File: config.mk
export PLATFORM = sky130hd
export DESIGN_NAME = cmpbuf_top
export DESIGN_NICKNAME = d
export VERILOG_FILES = /design/src/rtl/cmpbuf_pkg.sv /design/src/rtl/cmpbuf_cfg.sv /design/src/rtl/cmpbuf_evt.sv /design/src/rtl/cmpbuf_regs.sv /design/src/rtl/cmpbuf_top.sv
export SDC_FILE = /design/constraint.sdc
export NUM_CORES = 1
export LEC_CHECK = 0
export BUFFER_PORTS_ARGS = -buffer_cell sky130_fd_sc_hd__buf_2
export CAP_MARGIN = 20
export CORE_MARGIN = 5
export CORE_UTILIZATION = 33
export DETAILED_ROUTE_END_ITERATION = 10
export GPL_TIMING_DRIVEN = 0
export MAX_ROUTING_LAYER = met4
export PLACE_DENSITY = 0.7
export SLEW_MARGIN = 25
export SYNTH_ARGS = -nofsm -noshare
export SYNTH_HDL_FRONTEND = slang
export SYNTH_SLANG_ARGS = --single-unit
File: constraint.sdc
create_clock -name clk -period 4.33 [get_ports clk]
set_input_delay 0.6495 -clock clk [delete_from_list [all_inputs] [get_ports clk]]
set_output_delay 0.6495 -clock clk [all_outputs]
set_load 0.1 [all_outputs]
File: src/rtl/cmpbuf_pkg.sv
// Package: shared types for the double-buffered compare register.
// Assumes: nothing beyond SystemVerilog packed types.
package cmpbuf_pkg;

    // Reload policy resolved from the captured configuration bits.
    typedef enum logic [1:0] {
        XFER_IMMEDIATE = 2'd0,
        XFER_AT_ZERO   = 2'd1,
        XFER_AT_TOP    = 2'd2
    } xfer_mode_t;

    // Captured configuration bits.
    typedef struct packed {
        logic direct;
        logic on_peak;
    } xfer_cfg_t;

endpackage

File: src/rtl/cmpbuf_cfg.sv
// Module: cmpbuf_cfg
// Captures the buffering policy while the channel is disabled and holds it
// frozen while the channel is enabled. Resolves the bits to a reload mode.
// Assumes: the configuration inputs are synchronous to clk.
module cmpbuf_cfg
    import cmpbuf_pkg::*;
(
    input  logic       clk,
    input  logic       rst_n,
    input  logic       ch_enable,
    input  logic       req_direct,
    input  logic       req_on_peak,
    output xfer_mode_t mode
);

    xfer_cfg_t cfg_q;

    // Capture the policy bits only while the channel is off.
    always_ff @(posedge clk) begin
        if (!rst_n) begin
            cfg_q <= '{direct: 1'b0, on_peak: 1'b0};
        end else if (!ch_enable) begin
            cfg_q <= '{direct: req_direct, on_peak: req_on_peak};
        end
    end

    // Resolve the policy; the top-versus-zero choice only matters when buffered.
    always_comb begin
        if (cfg_q.direct)       mode = XFER_IMMEDIATE;
        else if (cfg_q.on_peak) mode = XFER_AT_TOP;
        else                    mode = XFER_AT_ZERO;
    end


    cfg_frozen_chk: assert property (@(posedge clk) disable iff (!rst_n)
        ch_enable |=> $stable(cfg_q));

endmodule

File: src/rtl/cmpbuf_evt.sv
// Module: cmpbuf_evt
// Produces a single-cycle strobe when the counter arrives at the reload
// target (zero or top, chosen by the mode). A stay on the target yields one strobe.
// Assumes: the counter value and top are synchronous to clk.
module cmpbuf_evt
    import cmpbuf_pkg::*;
#(
    parameter int W = 16
)(
    input  logic         clk,
    input  logic         rst_n,
    input  xfer_mode_t   mode,
    input  logic [W-1:0] cnt_value,
    input  logic [W-1:0] cnt_top,
    output logic         arrive
);

    localparam logic [W-1:0] ZERO = '0;

    logic on_target;
    logic on_target_q;

    // Select which counter value counts as the reload point.
    always_comb begin
        if (mode == XFER_AT_TOP) on_target = (cnt_value == cnt_top);
        else                     on_target = (cnt_value == ZERO);
    end

    // Remember last cycle's target state for edge detection.
    always_ff @(posedge clk) begin
        if (!rst_n) on_target_q <= 1'b0;
        else        on_target_q <= on_target;
    end

    // Strobe only on the first cycle at the target.
    always_comb arrive = on_target & ~on_target_q;


    arrive_single_chk: assert property (@(posedge clk) disable iff (!rst_n)
        arrive |=> !arrive);

endmodule

File: src/rtl/cmpbuf_regs.sv
// Module: cmpbuf_regs
// Holds the shadow and active compare registers. A load copies the shadow
// as it was before any write on the same edge.
// Assumes: load and write_ok are single-clock qualified strobes.
module cmpbuf_regs #(
    parameter int W = 16
)(
    input  logic         clk,
    input  logic         rst_n,
    input  logic         write_ok,
    input  logic [W-1:0] wdata,
    input  logic         load,
    output logic [W-1:0] shadow,
    output logic [W-1:0] active
);

    // Shadow register: takes every accepted full-width write.
    always_ff @(posedge clk) begin
        if (!rst_n)        shadow <= '0;
        else if (write_ok) shadow <= wdata;
    end

    // Active register: takes the pre-write shadow when a load is due.
    always_ff @(posedge clk) begin
        if (!rst_n)    active <= '0;
        else if (load) active <= shadow;
    end


    load_old_shadow_chk: assert property (@(posedge clk) disable iff (!rst_n)
        load |=> (active == $past(shadow)));


    hold_without_load_chk: assert property (@(posedge clk) disable iff (!rst_n)
        !load |=> $stable(active));

endmodule

File: src/rtl/cmpbuf_top.sv
// Module: cmpbuf_top
// Double-buffered compare value register. Writes land in a shadow; the
// shadow reaches the active value immediately, at counter zero or at counter
// top, and on every cycle while the counter is halted.
// Assumes: only full-width writes are legal; byte writes are dropped.
module cmpbuf_top
    import cmpbuf_pkg::*;
#(
    parameter int W = 16
)(
    input  logic         clk,
    input  logic         rst_n,
    input  logic         bus_we,
    input  logic         bus_wide,
    input  logic [W-1:0] bus_wdata,
    output logic [W-1:0] bus_rdata,
    input  logic         ch_enable,
    input  logic         cfg_direct,
    input  logic         cfg_on_peak,
    input  logic [W-1:0] cnt_value,
    input  logic [W-1:0] cnt_top,
    input  logic         cnt_halted,
    output logic [W-1:0] cmp_value
);

    xfer_mode_t   mode;
    logic         arrive;
    logic         load;
    logic         write_ok;
    logic [W-1:0] shadow;
    logic [W-1:0] active;

    cmpbuf_cfg u_cfg (
        .clk         (clk),
        .rst_n       (rst_n),
        .ch_enable   (ch_enable),
        .req_direct  (cfg_direct),
        .req_on_peak (cfg_on_peak),
        .mode        (mode)
    );

    cmpbuf_evt #(.W(W)) u_evt (
        .clk       (clk),
        .rst_n     (rst_n),
        .mode      (mode),
        .cnt_value (cnt_value),
        .cnt_top   (cnt_top),
        .arrive    (arrive)
    );

    // Accept only full-width writes; decide when the shadow moves across.
    always_comb begin
        write_ok = bus_we & bus_wide;
        load     = (mode == XFER_IMMEDIATE) | cnt_halted | arrive;
    end

    cmpbuf_regs #(.W(W)) u_regs (
        .clk      (clk),
        .rst_n    (rst_n),
        .write_ok (write_ok),
        .wdata    (bus_wdata),
        .load     (load),
        .shadow   (shadow),
        .active   (active)
    );

    // Both the comparator and the bus see the active value.
    always_comb begin
        cmp_value = active;
        bus_rdata = active;
    end


    byte_write_drop_chk: assert property (@(posedge clk) disable iff (!rst_n)
        (bus_we && !bus_wide) |=> $stable(shadow));

endmodule

Yosys cells after proc, flatten, opt, wreduce, memory -nomap -nowiden
Cells that the tools add are included.

Logic and storage cells: 17. Register bits after elaboration: 35.

Mux-type cells: 3. Equal/unequal tests: 2. Reduce and logical (&&, ||, !) cells: 2. Bitwise gates (word level): 5.

Operators with widths (number): == test 16 bit (1); zero test 16 bit (1); two-way mux 2 bit (2); bitwise AND 1 bit (2); == test 2 bit, second input constant (1); zero test 2 bit (1); bitwise OR 1 bit (2); two-way mux 1 bit (1); inverter 1 bit (1).

Longest topological paths before layout
Gate-level depths: netlist of run 1.

Depth after elaboration: 6. Depth in mapped cells: 6. Gate-level depth less buffers: 5.

Modules after synthesis
A second synthesis of run 1 with hierarchy kept.

Cell total of the unflattened synthesis: 162. Area, all modules: 1725.4 µm².

Modules (own cells, without submodules): cmpbuf_regs (cells an instance 103, instances 1, area an instance 1234.9 µm²); cmpbuf_evt (cells an instance 32, instances 1, area an instance 272.8 µm²); cmpbuf_top (cells an instance 19, instances 1, area an instance 135.1 µm²); cmpbuf_cfg (cells an instance 8, instances 1, area an instance 82.6 µm²).

Worst setup path before layout of run 1
OpenSTA, ideal clock, no wires.

Kind: reg2out. Start: register u_regs.active[0]. End: output cmp_value[0]. Setup slack: 2.307 ns. Stages on the path, launching flop included: 2. Required time: 3.681 ns. Data arrival time: 1.373 ns. Path through: dfxtp_1 -> buf_4.

RTL lines: start, declared (line cmpbuf_regs.sv:14) `output logic [W-1:0] active`; start signal, assigned (line cmpbuf_regs.sv:26) `else if (load) active <= shadow;`; end, declared (line cmpbuf_top.sv:23) `output logic [W-1:0] cmp_value`.

No word-level cell between the ends.

Worst setup path in the final report of run 1
Start: input cnt_top[13]. End: register u_regs.active[14].

Longest elaborated chain between the ends: 4.

Ends and longest elaborated chain: start, declared (line cmpbuf_top.sv:21) `input logic [W-1:0] cnt_top,`; == test 16 bit (line cmpbuf_evt.sv:25) `if (mode == XFER_AT_TOP) on_target = (cnt_value == cnt_top);`; two-way mux 1 bit (line cmpbuf_evt.sv:25); bitwise AND 1 bit (line cmpbuf_evt.sv:36) `always_comb arrive = on_target & ~on_target_q;`; bitwise OR 1 bit (line cmpbuf_top.sv:54) `load = (mode == XFER_IMMEDIATE) | cnt_halted | arrive;`.

No other way between the ends. A chain may end at the register's enable or synchronous reset.

==> results.py, run 1 <==
metrics = {
    "run": {
        "cap_violations": 0,
    },
    "clock_tree": {
        "postCtsSetupBuffers": 0,
        "clockBufferDepth": 2,
        "cts_hold_buffers": 0,
        "clock_latency_ns": 0.28,
        "cts_made_buffers": 5,
        "cts_resized": 0,
        "cts_tree": "done",
        "cts_sinks": 35,
        "htreeDepth": 2,
        "clockRootBuffer": "clkbuf_8",
        "clkTransAtPathRegs_ns": 0.07,
    },
    "route": {
        "vias": 1545,
        "drc": 0,
        "via_per_inst": 4.26,
        "detail-route-antenna-nets": 0,
        "firstDrtPassIters": 5,
        "met3_length_um": 453,
        "dr.max_layer_used": "met4",
        "drt_wl_total_mm": 4.21,
        "dr_wl_met2_mm": 1.97,
        "wl_met1_mm": 1.73,
        "drt_iter0_markers": 20,
        "wire_per_inst_um": 11.6,
    },
    "critical_path": {
        "worstSetupEndpointType": "flop",
        "worstSetupPathType": "in -> reg",
        "critical_path.startpoint_type": "input port",
        "required_ns": 4.50,
        "cp_max_fo": 10,
        "critPathArrivalTime_ns": 2.10,
    },
    "sta": {
        "drv_slew": 0,
        "hold_viol_final": 0,
        "worst_slew_pin_slew_ns": 0.496,
        "rsz0062_at_grt": "no",
        "finalCritPeriodShare": 0.446,
        "relSlewSlack": 0.672,
        "fmax_mhz": 517,
        "setup_violations": 0,
        "setup_tns_ns": 0,
        "period_needed_ns": 1.93,
        "skew_ns": 0.00532,
    },
    "yosys": {
        "synthMuxAreaShare": 0.105,
        "synth-edff-count": 0,
        "synth-async-reset-ratio": 0,
        "ys_types": 21,
        "netlist_area_sq_mm": 0.00172,
        "ys_top_cells_by_area": "dfxtp_1, nand2_1, mux2i_1",
        "synth_xor_area_frac": 0.0816,
        "synthAdderAreaFrac": 0,
        "synth_compound_area_frac": 0.0926,
        "synth_area_leader_cell": "dfxtp_1",
        "synth_top_family_by_area": "simple AND/OR/NAND/NOR gates",
        "ys_seq_area_frac": 0.408,
        "syn_nets": 255,
        "ys_top_cells_by_count": "nand2_1, dfxtp_1, mux2i_1, a21boi_0, buf_4",
        "ys_ff_latch": 35,
        "yosys_warnings": 0,
        "yosysTopAreaCellShare": 0.408,
        "synth_flop_cell": "dfxtp_1",
        "syn_inst": 199,
        "synth_most_common_cell": "nand2_1",
        "syn_area_per_cell_sq_um": 8.63,
        "synth-simple-area-share": 0.214,
    },
    "floorplan": {
        "io_pins": 88,
        "initial_utilization": 0.338,
        "coreArea_sq_mm": 0.00507,
        "die_h_um": 82.1,
        "placement_rows": 26,
        "die-area_sq_mm": 0.00674,
        "die_w_um": 82.1,
    },
    "final_layout": {
        "fillers": 530,
        "design_area_sq_mm": 0.00232,
        "syn_to_final_growth_pct": 34.9,
        "antenna_cells": 0,
        "fin_nets": 348,
        "drive_gt1_frac": 0.382,
        "ff_latch_area_sq_um": 701,
        "multi_input_area_sq_um": 847,
    },
    "grt": {
        "grt_pass1_wl_mm": 6.46,
        "grt_max_degree": 11,
        "grt-ovfl-total": 0,
        "grt_pass1_vias": 1483,
        "gr-usage-all-layers": 0.129,
        "antenna_found_initial": 0,
    },
    "outcome": {
        "status": "complete, no violations",
    },
    "pwr": {
        "power.leakage_uw": 0.00108,
        "powerDensity_mw_per_mm2": 312,
        "peakVddDrop_mv": 0.162,
        "finalPower_uw": 721,
    },
    "place": {
        "gp_congestion": 0.719,
        "dp_hpwl_mm": 3.43,
        "portBuffers": 86,
        "placed_area_sq_mm": 0.00223,
    },
    "worst_hold_path": {
        "min_path_type": "reg -> reg",
    },
}
## layer usage
metal | GRT usage | up-vias
met5 | - | -
met4 | 0.0399 | 0
met3 | 0.0456 | 6
met2 | 0.224 | 60
met1 | 0.139 | 663
li1 | - | 816
## logic make-up after synthesis
family	Yosys count
simple gates	84
flops	35
buf+inv	27
compound gates	19
mux	18
xor+xnor	16
## worst paths after layout
path,start,end,slack [ns],cells after the start
setup / recovery,cnt_top[13],u_regs.active[14],2.40,7
hold / removal,u_regs.shadow[11],u_regs.active[11],0.46,2
setup reg to reg,u_cfg.cfg_q[0],u_regs.active[14],2.76,6
hold reg to reg,u_regs.shadow[11],u_regs.active[11],0.46,2
## area by class of cell
| class | instances | share of cell area |
|---|---|---|
| clock inverters | 1 | 0.00216 |
| flip-flops and latches | 35 | 0.303 |
| well taps | 70 | 0.0378 |
| plain buffers | 26 | 0.0713 |
| repair buffers | 86 | 0.186 |
| multi-input cells | 137 | 0.366 |
| inverters | 1 | 0.00162 |
| clock buffers | 7 | 0.0330 |
## worst max-delay path, stage by stage
cell and delay (ns):
buf_2 0.11, xnor2_1 0.22, nand4_1 0.21, nor4_4 0.36, a31oi_4 0.22, buf_6 0.22
mux2i_1 0.12
## per-stage QoR
step | util | cells | worst slack (ns) | hold WS [ns]
after detailed placement | 0.440 | 355 | 2.06 | 0.452
after floorplan | - | 199 | 2.31 | 0.435
after global routing | 0.456 | 363 | 2.32 | 0.480
after global placement | 0.440 | 355 | 2.14 | 0.444
after CTS | 0.456 | 363 | 2.35 | 0.462
final | 0.456 | 363 | 2.40 | 0.458
## cells in the final DEF, fill, tap and decap left out
cell type / Yosys / final
nor4_4: 1 / 1
and2_1: 1 / 1
dfxtp_1: 35 / 35
a21boi_0: 16 / 16
buf_4: 16 / 16
xnor2_1: 13 / 13
o31ai_2: 1 / 1
a21oi_1: 1 / 1
nor2b_1: 4 / 4
nor3_1: 1 / 1
nand3b_1: 1 / 1
clkinv_2: 0 / 1
xor2_1: 3 / 3
nand2_1: 67 / 67
a31oi_4: 1 / 1
clkbuf_1: 9 / 11
nor4_1: 4 / 4
inv_1: 1 / 1
clkbuf_8: 0 / 5
nand4_1: 3 / 3
nor2_1: 2 / 2
mux2i_1: 18 / 18
buf_6: 1 / 1
buf_2: 0 / 86
## report_power, final
| part | total, uW | internal [uW] | switching, uW |
|---|---|---|---|
| clock network | 220 | 113 | 107 |
| registers | 341 | 334 | 7.06 |
| logic | 160 | 54.8 | 106 |
| total | 721 | 501 | 220 |
## flip-flops by register name, summed over array words and instances, names as in the netlist
register           flops
u_cfg.cfg_q            2
u_evt.on_target_q      1
u_regs.active         16
u_regs.shadow         16
(Power assumes the default switching activity.)
==> inputs of run 2 (changes only) <==
- PLACE_DENSITY: 0.7 -> 0.73
- clock period: 4.33 -> 1.6 ns (I/O delays scaled with it)
==> run 2 against run 1 <==
Power rose to 2.8 times the previous value. Clock power rose to 2.8 times the previous value. Sequential cell count unchanged. Sequential power rose to 2.7 times the previous value. Non-clock buffer count up 2. Hold slack worse by 0.26 ns. Via count up 1.7%. Critical endpoint is now u_regs.active[11]. Largest cell class unchanged. Largest power group unchanged. Highest routed layer unchanged.
==> results.py, run 2 (synthesis results as in run 1) <==
metrics = {
    "outcome": {
        "status": "complete, no violations",
    },
    "clock_tree": {
        "clockRootBuffer": "clkbuf_8",
        "htreeDepth": 2,
        "cts_sinks": 35,
        "clock_latency_ns": 0.28,
        "cts_made_buffers": 5,
        "clockBufferDepth": 2,
        "cts_resized": 0,
        "clkTransAtPathRegs_ns": 0.07,
        "cts_tree": "done",
    },
    "critical_path": {
        "cp_max_fo": 10,
        "cp-startpoint": "u_cfg.cfg_q[0]",
        "endpoint": "u_regs.active[11]",
        "worstSetupEndpointType": "flop",
        "rrSetupSlack_ns": 0.14,
        "r2r-end": "u_regs.active[11]",
        "r2r_cells": 6,
        "required_ns": 1.76,
        "rr_startpoint": "u_cfg.cfg_q[0]",
        "critPathArrivalTime_ns": 1.62,
        "worstSetupPathType": "reg -> reg",
        "critical_path.startpoint_type": "flop",
    },
    "floorplan": {
        "coreArea_sq_mm": 0.00507,
        "io_pins": 88,
        "die_h_um": 82.1,
        "initial_utilization": 0.338,
        "placement_rows": 26,
        "die-area_sq_mm": 0.00674,
        "die_w_um": 82.1,
    },
    "place": {
        "portBuffers": 86,
        "dp_hpwl_mm": 3.48,
        "post-place-cells": 355,
        "gp_congestion": 0.723,
    },
    "final_layout": {
        "fin_nets": 350,
        "final_common_cell": "buf_2",
        "syn_to_final_growth_pct": 37.3,
        "post-route-util": 0.464,
        "antenna_cells": 0,
        "layout_common_cells": "buf_2, nand2_1, dfxtp_1",
        "drive_gt1_frac": 0.446,
        "reg_top3": "u_regs.active: 16 flops, u_regs.shadow: 16 flops, u_cfg.cfg_q: 2 flops",
        "final_cells": 364,
    },
    "grt": {
        "grt_pass1_vias": 1510,
        "gr-usage-all-layers": 0.132,
        "antenna_found_initial": 0,
        "grt_pass1_wl_mm": 6.65,
        "grt-ovfl-total": 0,
        "grt_max_degree": 11,
    },
    "route": {
        "via_per_inst": 4.32,
        "drt_wl_total_mm": 4.23,
        "drt_iter0_markers": 41,
        "firstDrtPassIters": 4,
        "vias": 1571,
        "wire_per_inst_um": 11.6,
        "detail-route-antenna-nets": 0,
        "drc": 0,
    },
    "worst_hold_path": {
        "min_path_type": "in -> reg",
        "min_from": "bus_wdata[6]",
    },
    "pwr": {
        "peakVddDrop_mv": 0.604,
        "powerDensity_mw_per_mm2": 844,
        "power.leakage_uw": 0.00110,
    },
    "sta": {
        "fmax_mhz": 685,
        "setup_violations": 0,
        "worst_slew_pin_slew_ns": 0.498,
        "rsz0062_at_grt": "no",
        "period_needed_ns": 1.46,
        "relSlewSlack": 0.670,
        "drv_slew": 0,
        "finalCritPeriodShare": 0.913,
        "hold_viol_final": 0,
        "skew_ns": 0.00174,
    },
    "run": {
        "cap_violations": 0,
    },
}
run 2: area by class of cell:
cell class	count	area, sq um
Buffer	26	165
Clock inverter	1	5.00
Multi-Input combinational cell	137	847
Clock buffer	6	82.6
Timing Repair Buffer	88	445
Fill cell	514	2720
Sequential cell	35	721
Inverter	1	3.75
Tap cell	70	87.6
run 2: worst min path at each step:
| stage | end | slack [ns] | cells past startpoint |
|---|---|---|---|
| global route | u_regs.shadow[14] | 0.20 | 3 |
| floorplan | u_regs.shadow[10] | 0.38 | 2 |
| detailed placement | u_regs.active[2] | 0.44 | 2 |
| finish | u_regs.shadow[6] | 0.20 | 3 |
| CTS | u_regs.shadow[12] | 0.19 | 3 |
| global placement | u_regs.active[2] | 0.44 | 2 |
run 2: layer usage:
layer | wire length [um] | track usage | part of all wire
met3 | 459 | 0.0499 | 0.11
met2 | 2010 | 0.221 | 0.47
met5 | 0 | - | 0
met4 | 68 | 0.0449 | 0.016
met1 | 1690 | 0.142 | 0.40
run 2: power breakdown:
group	internal, uW	leakage [uW]	total (uW)	switching (uW)
Clock	337	0.0000470	627	290
Combinational	152	0.000763	439	286
Sequential	906	0.000293	925	19.1
Total	1400	0.00110	1990	595
run 2: through the flow:
stage	worst slack [ns]	area [sq um]	setup TNS (ns)	hold WS (ns)	total power (uW)
floorplan	0.115	1740	0	0.385	1250
global placement	-0.140	2250	-1.39	0.437	1380
detailed placement	-0.187	2250	-1.72	0.442	1380
CTS	0.107	2360	0	0.193	2030
global route	0.0437	2360	0	0.195	2090
finish	0.139	2360	0	0.202	1990
run 2: repair_timing:
action / CTS / global route
hold buffers: 0 / 0
buffers inserted: 2 / 0
endpoints found under the setup margin: 4 / 0
run 2: worst max-delay path, stage by stage (launching register included):
cell	delay, ns
dfxtp_1	0.30
nor2b_1	0.13
nand3b_1	0.20
o31ai_2	0.34
a31oi_4	0.07
buf_6	0.18
mux2i_1	0.13
